## src/rtl/rst_supervisor.sv

```systemverilog
module rst_supervisor #(
  parameter int CLK_HZ      = 250_000_000,
  parameter bit ACTIVE_HIGH = 1'b0
) (
  input  logic       clk,
  input  logic       rst_n,
  input  logic       supply_fail,
  input  logic       mr_n,
  input  logic       wdi,
  input  logic [2:0] wdt_sel,
  input  logic [2:0] dly_sel,
  output logic       rst_out
);
  localparam int TICK_CYCLES = (CLK_HZ / 320 < 2) ? 2 : CLK_HZ / 320;
  localparam int PW = $clog2(TICK_CYCLES);
  localparam int CW = 10;

  function automatic logic [CW-1:0] wd_ticks(input logic [2:0] s);
    case (s)
      3'd1: wd_ticks = 10'd128;
      3'd2: wd_ticks = 10'd64;
      3'd3: wd_ticks = 10'd32;
      3'd4: wd_ticks = 10'd16;
      3'd5: wd_ticks = 10'd2;
      default: wd_ticks = 10'd512;
    endcase
  endfunction

  function automatic logic [CW-1:0] dly_ticks(input logic [2:0] s);
    case (s)
      3'd1: dly_ticks = 10'd128;
      3'd2: dly_ticks = 10'd64;
      3'd3: dly_ticks = 10'd32;
      3'd4: dly_ticks = 10'd16;
      3'd5: dly_ticks = 10'd8;
      3'd6: dly_ticks = 10'd1;
      default: dly_ticks = 10'd512;
    endcase
  endfunction

  logic [1:0]    mr_q, fail_q, wd_q;
  logic          wd_prev;
  logic [PW-1:0] pcnt;
  logic [CW-1:0] dcnt, wcnt;
  logic          asserted;

  wire mr_s    = mr_q[1];
  wire fail_s  = fail_q[1];
  wire wd_s    = wd_q[1];
  wire tick    = (pcnt == PW'(TICK_CYCLES - 1));
  wire wd_edge = wd_s ^ wd_prev;
  wire cause   = fail_s | ~mr_s;
  wire [CW-1:0] wlen = wd_ticks(wdt_sel);
  wire [CW-1:0] dlen = dly_ticks(dly_sel);
  wire wd_trip = ~asserted & tick & ~wd_edge & (wcnt >= wlen - 10'd1);

  always_ff @(posedge clk or negedge rst_n) begin
    if (!rst_n) begin
      mr_q    <= 2'b11;
      fail_q  <= 2'b00;
      wd_q    <= 2'b00;
      wd_prev <= 1'b0;
    end else begin
      mr_q    <= {mr_q[0], mr_n};
      fail_q  <= {fail_q[0], supply_fail};
      wd_q    <= {wd_q[0], wdi};
      wd_prev <= wd_s;
    end
  end

  always_ff @(posedge clk or negedge rst_n) begin
    if (!rst_n) pcnt <= '0;
    else        pcnt <= tick ? '0 : pcnt + 1'b1;
  end

  always_ff @(posedge clk or negedge rst_n) begin
    if (!rst_n) begin
      asserted <= 1'b1;
      dcnt     <= '0;
    end else if (cause || wd_trip) begin
      asserted <= 1'b1;
      dcnt     <= '0;
    end else if (asserted && tick) begin
      if (dcnt >= dlen - 10'd1) begin
        asserted <= 1'b0;
        dcnt     <= '0;
      end else begin
        dcnt <= dcnt + 1'b1;
      end
    end
  end

  always_ff @(posedge clk or negedge rst_n) begin
    if (!rst_n)                           wcnt <= '0;
    else if (asserted || wd_edge || wd_trip) wcnt <= '0;
    else if (tick)                        wcnt <= wcnt + 1'b1;
  end

  assign rst_out = ACTIVE_HIGH ? asserted : ~asserted;

  a_r2_fail_forces_reset: assert property (@(posedge clk) disable iff (!rst_n)
    fail_s |=> asserted);
  a_r3_manual_forces_reset: assert property (@(posedge clk) disable iff (!rst_n)
    !mr_s |=> asserted);
  a_r4_release_on_tick: assert property (@(posedge clk) disable iff (!rst_n)
    $fell(asserted) |-> $past(tick));
  a_r4_delay_idle: assert property (@(posedge clk) disable iff (!rst_n)
    !asserted |-> dcnt == '0);
  a_r5_trip_on_tick: assert property (@(posedge clk) disable iff (!rst_n)
    ($rose(asserted) && $past(mr_s) && !$past(fail_s)) |-> $past(tick));
  a_r7_wd_cleared: assert property (@(posedge clk) disable iff (!rst_n)
    asserted |=> wcnt == '0);
endmodule

```

## config.mk

```make
export PLATFORM = sky130hd
export DESIGN_NAME = rst_supervisor
export DESIGN_NICKNAME = d
export VERILOG_FILES = /design/src/rtl/rst_supervisor.sv
export SDC_FILE = /design/constraint.sdc
export NUM_CORES = 1
export LEC_CHECK = 0
export ABC_AREA = 0
export BUFFER_PORTS_ARGS = -buffer_cell sky130_fd_sc_hd__buf_2
export CORE_MARGIN = 5
export CORE_UTILIZATION = 60
export CTS_CLUSTER_DIAMETER = 30
export DETAILED_ROUTE_END_ITERATION = 10
export GPL_TIMING_DRIVEN = 0
export HOLD_SLACK_MARGIN = 0.03
export PLACE_DENSITY = 0.88
export SLEW_MARGIN = 20
export SYNTH_ARGS = -nofsm -noshare
export SYNTH_HDL_FRONTEND = slang
export SYNTH_SLANG_ARGS = --single-unit
```

## constraint.sdc

```tcl
create_clock -name clk -period 2.4 [get_ports clk]
set_clock_uncertainty 0.2 [all_clocks]
set_input_delay 0.48 -clock clk [delete_from_list [all_inputs] [get_ports clk]]
set_output_delay 0.48 -clock clk [all_outputs]
set_load 0.01 [all_outputs]
```

==> out/qor.txt <==
STATUS
---------------------------------------------------------------------------------
Result of the run                                                    finished, violations left
Violations in the final reports                                      negative setup slack

TIMING
---------------------------------------------------------------------------------
Achievable Freq                                                           350 MHz
Setup_tns                                                                -6.63 ns
Slew Limit Headroom                                                         32.3%
Finish-stage setup viols                                                       21
Number of failing hold endpoints at the final stage                             0
Setup repair after global routing missed its margin                          true
Final Critical Period                                                     2.85 ns
Final count of pins violating max slew                                          0
Fraction of the cycle the final worst path needs                             119%
Transition time at the pin with the least slew margin                     1.01 ns
Final worst setup slack                                                 -0.453 ns
Tightest hold margin                                                    0.0697 ns

PLACED DESIGN
---------------------------------------------------------------------------------
Placed cell count                                                             417
DP Worst Slack                                                           -1.01 ns
HPWL reported at the end of detailed placement                            4.79 mm
Gp weighted congestion                                                      0.850
Area of placed instances                                                3320 um^2
Port Buffers                                                                   10

ROUTE
---------------------------------------------------------------------------------
DR WL/cell                                                                18.0 um
Post-route DRC violation count                                                  0
Iteration count of the initial detailed-routing pass                            5
Post-route ant nets                                                             0
Via-per-instance ratio                                                       6.34
DR iter-0 viols                                                               363
Routed via count                                                            2,791
Total length of routed wires                                              7.91 mm

SETUP PATH
---------------------------------------------------------------------------------
Critical path type                                                   input port to flop
CP Launch Type                                                         input port
Worst endpoint data arrival time                                          2.88 ns
Data required time of the critical path                                   2.42 ns
Worst Path Max Fanout                                                           6
Critical path endpoint category                                              flop
Length in cells of the worst reg-to-reg path                                    7

YOSYS
---------------------------------------------------------------------------------
Post-synth ARST share                                                        100%
Cell types occupying the most area after synthesis                   sky130_fd_sc_hd__dfrtp_1, sky130_fd_sc_hd__ha_1, sky130_fd_sc_hd__xnor2_1
Warnings from Yosys                                                             0
Largest area contributor in the netlist                              sky130_fd_sc_hd__dfrtp_1
Xor-xnor portion of the synthesized cell area                               8.56%
Synth Flop Type                                                      sky130_fd_sc_hd__dfrtp_1
Post-Synthesis Cells                                                          337
Number of enable flip-flop cells after synthesis                                0
Distinct cells, synth                                                          48
Post-synthesis compound-gate area fraction                                  10.5%
Adder-cell share of the synthesized area                                    11.4%
FF+latch count, synth                                                          48
Largest family of logic cells by synthesized area                    simple AND/OR/NAND/NOR gates
Fraction of the yosys area taken by sequential cells                        39.3%
Multiplexer share of the synthesized area                                      0%
Simple-Gate Fraction of Synth Area                                          27.0%
Syn nets                                                                      376
Fraction of post-synthesis cell area in the top cell type by area           36.7%
Post-synthesis instance area                                            3070 um^2
Average cell area after synthesis                                       9.10 um^2

GRT
---------------------------------------------------------------------------------
Total global-route track usage                                              23.0%
Global-route wire length before repair                                    11.9 mm
Initial antenna violation count                                                 0
Maximum number of pins on one net before global-route repair                   49
Via count of the first global-routing pass                                  2,699
GRT Residual Overflow                                                           0

HOLD PATH
---------------------------------------------------------------------------------
Worst min-delay path class                                           input port to flop
Worst hold path cell count                                                      1

CELLS AND AREA
---------------------------------------------------------------------------------
Final instance area                                                     3750 um^2
Proportion of layout cells with a drive suffix above 1                      23.8%
Multi-input gate area in the final layout                               2000 um^2
Final cell count without fillers                                              440
Seq. cell area                                                          1200 um^2
End-of-flow core utilization                                                74.4%
P&R area growth vs syn                                                      22.3%
Commonest non-fill, non-tap cell in the layout                       sky130_fd_sc_hd__dfrtp_1
Commonest cells after routing, fill and taps aside                   sky130_fd_sc_hd__dfrtp_1, sky130_fd_sc_hd__nand2_1, sky130_fd_sc_hd__nor2_1
N_diodes                                                                        0
Fill cell instance count of the final layout                                  312
Nets                                                                          408

CLOCKING
---------------------------------------------------------------------------------
CTS Sinks                                                                      48
Clock buffer count from CTS                                                     5
Clock tree from TritonCTS                                                     yes
Clock H-tree levels                                                             2
Clk buf depth                                                                   2
Clock root buffer master                                             sky130_fd_sc_hd__clkbuf_8
Clock latency of the later-clocked register in the worst-skew pair        0.31 ns
Clock-pin slew on the worst setup and hold paths                          0.08 ns

FLOORPLANNING
---------------------------------------------------------------------------------
Core area                                                               5040 um^2
Die Footprint                                                           6640 um^2
Rows                                                                           26
Num ports                                                                      12
Starting density of the core                                                60.8%
Die height                                                                81.5 um
Die Wd                                                                    81.5 um

POWER
---------------------------------------------------------------------------------
Total leakage power                                                       1.59 nW
Sum of internal, switching and leakage power                              1.58 mW
Power per Cell Area                                                   420 nW/um^2
Maximum VDD drop                                                           471 uV

RUN
---------------------------------------------------------------------------------
Max-cap violations                                                              0

## critical path: stages
cell	delay, ns
sky130_fd_sc_hd__clkbuf_16	0.12
sky130_fd_sc_hd__nand2b_4	0.13
sky130_fd_sc_hd__or2_4	0.23
sky130_fd_sc_hd__ha_4	0.18
sky130_fd_sc_hd__a21oi_2	0.12
sky130_fd_sc_hd__o32a_1	0.16
sky130_fd_sc_hd__o211ai_1	0.10
sky130_fd_sc_hd__ha_1	0.36
sky130_fd_sc_hd__a21oi_2	0.16
sky130_fd_sc_hd__o21ai_2	0.09
sky130_fd_sc_hd__a31oi_4	0.26
sky130_fd_sc_hd__buf_6	0.17
sky130_fd_sc_hd__nand4_1	0.12
sky130_fd_sc_hd__a31oi_1	0.20
## path summary, 6_finish.rpt
path	start	to	slack, ns
worst max-delay path	dly_sel[0]	dcnt[6]$_DFFE_PN0P_	-0.45
worst min register to register	mr_q[0]$_DFF_PN1_	mr_q[1]$_DFF_PN1_	0.16
max in group asynchronous	rst_n	wcnt[6]$_DFFE_PN0P_	1.09
worst max register to register	pcnt[1]$_DFF_PN0_	dcnt[7]$_DFFE_PN0P_	-0.10
min in group asynchronous	rst_n	pcnt[5]$_DFF_PN0_	0.52
worst min-delay path	mr_n	mr_q[0]$_DFF_PN1_	0.07
## state kept, by name, summed over array words and instances (netlist names)
register	flops
wd_q	2
wcnt	10
fail_q	2
asserted	1
dcnt	10
mr_q	2
pcnt	20
wd_prev	1
## Yosys cell counts (2+ instances only)
library cell,instances
sky130_fd_sc_hd__a31oi_1,9
sky130_fd_sc_hd__a211oi_1,2
sky130_fd_sc_hd__xnor2_1,19
sky130_fd_sc_hd__nand3_1,21
sky130_fd_sc_hd__clkbuf_1,7
sky130_fd_sc_hd__nor4_1,8
sky130_fd_sc_hd__and2_1,2
sky130_fd_sc_hd__nand2_1,36
sky130_fd_sc_hd__nor2_1,36
sky130_fd_sc_hd__a21oi_1,12
sky130_fd_sc_hd__dfrtp_1,45
sky130_fd_sc_hd__nor3_1,7
sky130_fd_sc_hd__nand2b_1,4
sky130_fd_sc_hd__buf_2,2
sky130_fd_sc_hd__or2_2,3
sky130_fd_sc_hd__dfstp_2,3
sky130_fd_sc_hd__and4_1,2
sky130_fd_sc_hd__nor2b_1,3
sky130_fd_sc_hd__xor2_1,11
sky130_fd_sc_hd__nand3b_1,2
sky130_fd_sc_hd__o211ai_1,2
sky130_fd_sc_hd__o21ai_0,10
sky130_fd_sc_hd__ha_1,28
sky130_fd_sc_hd__nand4_1,26
sky130_fd_sc_hd__inv_1,12
sky130_fd_sc_hd__and3_1,3
## layer usage
metal / share of wire (%) / track usage, % / vias to the layer above / wire (um)
li1: - / - / 1287 / -
met1: 39 / 27.7 / 1347 / 3080
met2: 52 / 40.6 / 130 / 4110
met3: 6.3 / 4.93 / 27 / 502
met4: 2.8 / 7.60 / 0 / 219
met5: 0 / 0 / - / 0
## logic make-up (layout without fill, tap and decap cells)
group / count (synthesis) / count (layout)
xor+xnor: 30 / 30
fa+ha+maj: 28 / 28
buf+inv: 23 / 56
compound gates: 46 / 46
other cells: 1 / 1
simple gates: 161 / 161
flops: 48 / 48
## cell type report
| type | count | share of cell area, % |
|---|---|---|
| clock buffers | 7 | 2.03 |
| flip-flops and latches | 48 | 32.1 |
| well taps | 70 | 2.33 |
| clock inverters | 1 | 0.800 |
| multi-input cells | 266 | 53.2 |
| inverters | 12 | 1.27 |
| plain buffers | 11 | 2.60 |
| repair buffers | 25 | 5.67 |
## what timing repair did
item | 4_1_cts | 5_1_grt
pin swaps | 19 | 13
setup buffers | 11 | 2
endpoints found under the hold margin | 0 | 19
endpoints found under the setup margin | 23 | 31
resized for setup | 35 | 25
gates cloned | 1 | 0
hold buffers | 0 | 1
## report_power, final
group / internal, mW / switching (mW) / leakage, nW
logic: 0.0859 / 0.104 / 0.906
registers: 0.815 / 0.00303 / 0.634
clock network: 0.312 / 0.258 / 0.0524
total: 1.21 / 0.364 / 1.59
No activity file was read; power rests on OpenSTA's default activity.
